### config.mk
export PLATFORM = sky130hd
export DESIGN_NAME = tbl_pwm
export DESIGN_NICKNAME = d
export VERILOG_FILES = /design/src/rtl/tbl_pwm.sv
export SDC_FILE = /design/constraint.sdc
export NUM_CORES = 1
export LEC_CHECK = 0
export BUFFER_PORTS_ARGS = -buffer_cell sky130_fd_sc_hd__buf_2
export CAP_MARGIN = 25
export CORE_ASPECT_RATIO = 0.6
export CORE_UTILIZATION = 60
export DETAILED_ROUTE_END_ITERATION = 7
export PLACE_DENSITY = 0.87
export SLEW_MARGIN = 20
export SYNTH_ARGS = -nofsm -noshare
export SYNTH_HDL_FRONTEND = slang
export SYNTH_SLANG_ARGS = --single-unit
### constraint.sdc
create_clock -name clk -period 2.7 [get_ports clk]
set_clock_uncertainty 0.15 [all_clocks]
set_input_delay 0 -clock clk [delete_from_list [all_inputs] [get_ports clk]]
set_output_delay 0 -clock clk [all_outputs]
set_load 0.1 [all_outputs]
### src/rtl/tbl_pwm.sv
module tbl_pwm #(
  parameter int TOP       = 800,
  parameter int DUTY_W    = 10,
  parameter int TBL_BYTES = 64,
  parameter int TBL_GAIN  = 32,
  parameter int TBL_OFS   = 16,
  localparam int AW       = $clog2(TBL_BYTES),
  localparam int IDX_W    = AW - 1
) (
  input  logic             clk,
  input  logic             rst_n,
  input  logic             en,
  input  logic             step,
  input  logic [IDX_W-1:0] tbl_base,
  output logic             pwm_out,
  output logic [IDX_W-1:0] tbl_idx
);

  localparam logic [DUTY_W-1:0] TOP_M1 = DUTY_W'(TOP - 1);

  typedef enum logic [1:0] {S_IDLE, S_LO, S_HI} xfer_t;

  xfer_t             st;
  logic [AW-1:0]     addr;
  logic [7:0]        lo_byte;
  logic [DUTY_W-1:0] pend, duty_act, cnt;
  logic              pend_vld, up;
  logic              peak;
  logic [7:0]        rd_byte;

  function automatic logic [7:0] rom_byte(input logic [AW-1:0] a);
    logic [15:0] v;
    v = 16'(a[AW-1:1]) * 16'(TBL_GAIN) + 16'(TBL_OFS);
    return a[0] ? v[15:8] : v[7:0];
  endfunction

  assign rd_byte = rom_byte(addr);
  assign peak    = up && (cnt == TOP_M1);
  assign pwm_out = en && (cnt < duty_act);
  assign tbl_idx = addr[AW-1:1];

  always_ff @(posedge clk) begin
    if (!rst_n) begin
      cnt      <= '0;
      up       <= 1'b1;
      duty_act <= '0;
      pend     <= '0;
      pend_vld <= 1'b0;
      st       <= S_IDLE;
      addr     <= '0;
      lo_byte  <= '0;
    end else if (!en) begin
      cnt      <= '0;
      up       <= 1'b1;
      duty_act <= '0;
      pend_vld <= 1'b0;
      st       <= S_IDLE;
      addr     <= {tbl_base, 1'b0};
    end else begin
      if (up) begin
        if (cnt == TOP_M1) up <= 1'b0;
        else cnt <= cnt + 1'b1;
      end else begin
        if (cnt == '0) up <= 1'b1;
        else cnt <= cnt - 1'b1;
      end

      if (peak && pend_vld) duty_act <= pend;

      case (st)
        S_IDLE: if (step) st <= S_LO;
        S_LO: begin
          lo_byte <= rd_byte;
          addr    <= addr + 1'b1;
          st      <= S_HI;
        end
        S_HI: begin
          pend <= DUTY_W'({rd_byte, lo_byte});
          addr <= addr + 1'b1;
          st   <= S_IDLE;
        end
        default: st <= S_IDLE;
      endcase

      if (st == S_HI) pend_vld <= 1'b1;
      else if (peak) pend_vld <= 1'b0;
    end
  end

  a_r2_cnt_range: assert property (@(posedge clk) disable iff (!rst_n)
    cnt <= TOP_M1);

  a_r8_duty_at_peak: assert property (@(posedge clk) disable iff (!rst_n)
    (en && $past(en) && duty_act != $past(duty_act)) |-> $past(peak));

  a_r6_busy_ignored: assert property (@(posedge clk) disable iff (!rst_n)
    (st != S_IDLE) |=> (st != S_LO));

  a_r5_lo_then_hi: assert property (@(posedge clk) disable iff (!rst_n)
    (en && st == S_LO) |=> (st == S_HI || !en));

  a_r7_idx_step: assert property (@(posedge clk) disable iff (!rst_n)
    (en && st == S_HI) |=> (tbl_idx == IDX_W'($past(tbl_idx) + 1'b1)));

endmodule

==> results.ini, run 1 <==
[die]
start_util_pct=66.35
fp.dieW_microns=81.67
core_area_sq_um=3443
dieArea_sq_um=4067
rows=16
io_pins=15
die_h_microns=49.80

[detailed_routing]
num_vias=1943
vias_per_cell=6.015
wl_microns=5382
drt_iter0_markers=199
drtAntennaViolNets=0
drc=0
wl_per_cell_microns=16.66
first_pass_iters=5

[logic_synthesis]
yosysTopAreaCell=dfxtp_1
synth_top_cell_area_share_pct=36.80
syn_avg_cell_area_sq_um=8.890
synthArstFlopShare_pct=0
ys_warn_count=0
netlist_area_sq_um=2285
yosysSeqAreaShare_pct=36.80
synthCells=257
synth_cell_types=44
synth_seq_cells=42
syn_nets=289
synth_area_leaders=dfxtp_1 (37%), ha_1 (12%), mux2i_1 (4.8%)
synth_edf_count=0
ys.flop_type=dfxtp_1

[timing]
clock.fmax_mhz=397.1
maxSlewViolCount=0
worst_pin_slew_ns=0.4816
relSlewSlack_pct=67.82
fin_setup_tns_ns=0
fin_ws_ns=0.1817
post-route-min-period_ns=2.518
finalSetupViolCount=0
hold_violations=0
rsz0062_at_grt=false
fin_crit_sh_pct=93.27

[layout]
nNetsFinal=309
stdcell_area_sq_um=2613
layout_commonest_cell=dfxtp_1
diodes=0
final_cell_mix=dfxtp_1 (42), nand2_1 (24), ha_1 (22), a21oi_1 (17), nor2_1 (17)
n_fill_cell=248
multiInputGateArea_sq_um=1330
area_growth_syn_to_layout_pct=14.35
seq_area_sq_um=840.8
layout-drive-gt1-share_pct=11.87

[worst_setup_path]
timing.critical_path.buf_inv=2
crit_path_start_kind=flip-flop
cp_data_arrival_time_ns=2.61
path_cells=inv_1 > ha_1 > nand4_1 > or3_1 > nand3_1 > o211a_1 > dlygate4sd3_1
cpLargestDelayFamily=simple AND/OR/NAND/NOR gates
cpPeakStageDelay_ns=0.55
end_kind=flip-flop
crit_required_ns=2.79
slowest_stage=dlygate4sd3_1
crit_fanout=6
crit_type=reg -> reg

[cts]
cts-buffers-inserted=5
cts.sinks=42
clk_latency_ns=0.30
cts_buffer_depth=2
cts_tree=yes
htreeDepth=2
root_buffer=clkbuf_8
cts_setup_buffers=0
cts.clk_slew.worst_paths_ns=0.09
cts_resized=0

[global_route]
antenna_found_initial=0
grt_usage_pct=29.52
grt_use_met2_pct=43.89
grt_max_degree=26
grtUsageMet3_pct=8.333
grt_busiest_layer=met2
gr-total-overflow=0
grt_pass1_wl_microns=8838
use_met1_pct=41.86
grt_pass1_vias=1810

[placed_design]
postPlaceCellArea_sq_um=2350
gp_congestion=0.8494
place_ws_ns=0.3516
io_buffers=14
dp.final_hpwl_microns=3367

[status]
status=completed

[power]
power.density_nw_per_um2=536.8
seq_power_share_pct=45.9
intPower_mw=1.070
leakage_nw=1.146
clkPwrFrac_pct=44.5
power_mw=1.402
irDropWorstVdd_mv=0.3575
combPwrFrac_pct=9.6
swShare_pct=23.68
p_sw_uw=332.1

[run]
drv_cap=0

[worst_hold_path]
hold_class=in -> reg

-- worst paths after layout --
path           start  slack [ns]  depth (start not counted)       to
max            st[0]        0.18                          7  addr[5]
min               en        0.06                          3  pend[4]
max reg2reg    st[0]        0.18                          7  addr[5]
min reg2reg  pend[4]        0.32                          2  pend[4]
-- power groups by stage --
stage	clock (mW)	sequential (mW)	combinational [mW]
after global placement	0	0.657	0.112
after detailed placement	0	0.658	0.115
after CTS	0.620	0.643	0.131
final	0.624	0.644	0.134
after floorplan	0	0.652	0.103
after global routing	0.654	0.646	0.144
-- cells by family after synthesis --
| family | synth area share, % |
|---|---|
| AND/OR/NAND/NOR | 20.15 |
| AO/OA/AOI/OAI | 16.59 |
| flip-flops | 36.80 |
| buffers and inverters | 5.258 |
| adder cells (fa/ha/maj) | 12.92 |
| multiplexers | 4.819 |
| XOR/XNOR | 3.450 |
-- registers in the layout, indices dropped and copies added (netlist names) --
name / flops
addr: 6
cnt: 10
duty_act: 8
lo_byte: 6
pend: 8
pend_vld: 1
st: 2
up: 1
-- what timing repair did --
item | in CTS | in global routing
hold endpoints to repair | 21 | 0
hold buffers | 12 | 0
setup endpoints to repair | 0 | 0
-- synth_stat cells (2+ instances only) --
library cell  count
o21a_1            3
or3_1             2
nor3b_1           3
and2_1            2
nand2b_1          2
buf_4             5
xnor2_1           3
xor2_1            6
nor3_1            4
nor2_1           17
mux2i_1          11
a21boi_0         11
nor2b_1           5
clkbuf_1          8
nand4_1           7
nand3_1          14
ha_1             22
a21oi_1          17
inv_1            14
o21ai_0           6
a21o_1            4
a21o_2            2
o211a_1           4
dfxtp_1          42
nand2_1          24
-- worst reg2reg max path, delay by kind of cell, from the launching register on --
kind,cells,cell delay (ns)
AO/OA/AOI/OAI,1,0.15
adder cells (fa/ha/maj),1,0.43
flip-flops,1,0.40
buffers and inverters,2,0.66
AND/OR/NAND/NOR,3,0.67
-- final cells by class --
cell class / instances / share of cell area, %
clock buffer: 6 / 3.161
clock inverter: 2 / 2.299
inverter: 14 / 2.011
multi-input combinational: 188 / 50.91
sequential: 42 / 32.18
tap: 45 / 2.155
timing repair buffer: 26 / 7.280
-- layer usage --
metal	share of wire (%)	up-vias
met5	0	-
met4	1.4	0
met3	6.1	9
met2	44	65
met1	49	938
li1	-	931
-- metrics by stage --
stage                     instances  hold slack (ns)  utilization (%)
after global routing            323          0.08360            75.87
after global placement          303          0.07246            68.24
after floorplan                 257         -0.01215                -
after detailed placement        303          0.07672            68.24
final                           323          0.05876            75.87
after CTS                       323          0.05065            75.87
Power figures use the tool's default switching activity.
==> run 2: changes to the inputs <==
--- a/config.mk
+++ b/config.mk
@@ -8,9 +8,11 @@
 export BUFFER_PORTS_ARGS = -buffer_cell sky130_fd_sc_hd__buf_2
 export CAP_MARGIN = 25
 export CORE_ASPECT_RATIO = 0.6
-export CORE_UTILIZATION = 60
+export CORE_UTILIZATION = 62
+export CTS_BUF_LIST = sky130_fd_sc_hd__clkbuf_8
 export DETAILED_ROUTE_END_ITERATION = 7
-export PLACE_DENSITY = 0.87
+export PLACE_DENSITY = 0.89
+export SKIP_CTS_REPAIR_TIMING = 1
 export SLEW_MARGIN = 20
 export SYNTH_ARGS = -nofsm -noshare
 export SYNTH_HDL_FRONTEND = slang
==> run 2 against run 1 <==
Against the previous run:
- setup slack got worse by 0.013 ns
- maximum frequency fell by 0.52%
- first-iteration DRC count fell by 14%
- critical endpoint unchanged
- highest routed layer unchanged
==> results.ini, run 2 (synthesis results as in run 1) <==
[detailed_routing]
wl_microns=4913  ; -8.7%
drt_iter0_markers=172  ; -14%
first_pass_iters=4  ; -1
drc=0  ; unchanged
drtAntennaViolNets=0  ; unchanged
num_vias=1848  ; -4.9%
vias_per_cell=5.739  ; -4.6%
wl_per_cell_microns=15.26  ; -8.4%

[cts]
root_buffer=clkbuf_8
cts-buffers-inserted=5  ; unchanged
cts_tree=yes
cts.clk_slew.worst_paths_ns=0.08  ; about the same
cts_buffer_depth=2  ; unchanged
clk_latency_ns=0.30  ; about the same
cts.sinks=42  ; unchanged
htreeDepth=2  ; unchanged

[worst_hold_path]
hold_class=in -> reg

[die]
start_util_pct=67.53  ; +1.2 points
dieArea_sq_um=3940  ; -3.1%
rows=16  ; unchanged
die_h_microns=49.02  ; -1.6%
fp.dieW_microns=80.37  ; -1.6%
io_pins=15  ; unchanged
core_area_sq_um=3383  ; -1.7%

[timing]
fin_setup_tns_ns=0  ; unchanged
relSlewSlack_pct=66.91  ; -0.91 points
clock.fmax_mhz=395.0  ; -0.52%
maxSlewViolCount=0  ; unchanged
post-route-min-period_ns=2.531  ; +0.01318 ns
fin_crit_sh_pct=93.76  ; +0.49 points
rsz0062_at_grt=false
worst_pin_slew_ns=0.4998  ; +0.01826 ns
finalSetupViolCount=0  ; unchanged
hold_violations=0  ; unchanged

[worst_setup_path]
cp_data_arrival_time_ns=2.62  ; about the same
crit_required_ns=2.79  ; about the same
crit_path_start_kind=flip-flop
slowest_stage=dlygate4sd3_1
path_cells=inv_1 > ha_1 > nand4_1 > or3_1 > nand3_1 > o211a_1 > dlygate4sd3_1
crit_fanout=6  ; unchanged
end_kind=flip-flop
cpPeakStageDelay_ns=0.55  ; about the same
crit_type=reg -> reg

[placed_design]
dp.final_hpwl_microns=3263  ; -3.1%
io_buffers=14  ; unchanged
gp_congestion=0.9225  ; +8.6%

[power]
clkPwrFrac_pct=39.9  ; -4.6 points
combPwrFrac_pct=10.2  ; +0.6 points
intPower_uw=971.0  ; -9.3%
power.density_nw_per_um2=500.9  ; -6.7%
swShare_pct=24.86  ; +1.2 points
seq_power_share_pct=49.8  ; +3.9 points
irDropWorstVdd_mv=0.3867  ; +8.1%
leakage_nw=1.131  ; -1.3%
power_mw=1.292  ; -7.8%
p_sw_uw=321.3  ; -3.3%

[layout]
nNetsFinal=309  ; unchanged
layout_commonest_cell=dfxtp_1
multiInputGateArea_sq_um=1330  ; unchanged
area_growth_syn_to_layout_pct=12.92
diodes=0  ; unchanged
seq_area_sq_um=840.8  ; unchanged
largest_register_ff_count=10  ; unchanged
reg_top3=cnt x10, duty_act x8, pend x8
regMostFlops=cnt
layout-drive-gt1-share_pct=11.91  ; +0.043 points
final_cell_mix=dfxtp_1 (42), nand2_1 (24), ha_1 (22), a21oi_1 (17), nor2_1 (17)
n_fill_cell=234  ; -5.6%

[status]
status=completed

[global_route]
gr-total-overflow=0  ; unchanged
grt_usage_pct=25.13  ; -4.4 points
grt_pass1_vias=1609  ; -11%
grt_max_degree=26  ; unchanged
antenna_found_initial=0  ; unchanged
grt_pass1_wl_microns=7534  ; -15%

[run]
drv_cap=0  ; unchanged

run 2: cell types whose count changed in the layout (fill, tap and decap cells not counted), sizes merged:
cell,delta
dlygate4sd3,-1
bufinv,-1
buf,+1
run 2: worst paths after layout:
| check | start | to | slack, ns | cells after the start |
|---|---|---|---|---|
| setup reg to reg | st[0] | addr[5] | 0.17 | 7 |
| hold / removal | en | pend[0] | 0.07 | 3 |
| setup / recovery | st[0] | addr[5] | 0.17 | 7 |
| hold reg to reg | pend[9] | pend[9] | 0.32 | 2 |
run 2: cell type report:
cell class | count | share of cell area [%]
Inverter | 14 | 2.037
Multi-Input combinational cell | 188 | 51.55
Clock buffer | 6 | 3.201
Timing Repair Buffer | 26 | 7.275
Tap cell | 45 | 2.182
Clock inverter | 1 | 1.164
Sequential cell | 42 | 32.59
run 2: per-layer routing:
layer | GRT usage [%] | wire, microns | up-vias
met2 | 34.46 | 2129 | 49
met1 | 37.88 | 2446 | 863
met4 | 7.440 | 23 | 0
met5 | 0 | 0 | -
met3 | 6.729 | 314 | 3
li1 | - | - | 933
run 2: power by group through the flow:
stage | clock (mW) | sequential (mW) | combinational [mW]
2_1_floorplan | 0 | 0.652 | 0.103
3_3_place_gp | 0 | 0.657 | 0.113
3_5_place_dp | 0 | 0.657 | 0.116
4_1_cts | 0.513 | 0.642 | 0.116
5_1_grt | 0.544 | 0.646 | 0.142
6_report | 0.516 | 0.644 | 0.132
run 2: critical path: cells and delay by family, from the launching register on:
kind | cells | cell delay [ns]
AND/OR/NAND/NOR | 3 | 0.70
buffers and inverters | 2 | 0.65
flip-flops | 1 | 0.39
AO/OA/AOI/OAI | 1 | 0.17
adder cells (fa/ha/maj) | 1 | 0.42
run 2: through the flow:
step                      hold slack [ns]  instance area [sq um]  cells  util (%)  setup WS [ns]
final                             0.07136                   2580    322     76.26         0.1685
after global routing              0.08259                   2580    322     76.26       0.002006
after CTS                         -0.2316                   2470    311     73.00         0.2182
after detailed placement          0.07641                   2357    304     69.67         0.3859
after global placement            0.07412                   2357    304     69.67         0.4439
after floorplan                  -0.01215                   2291    257         -         0.3531
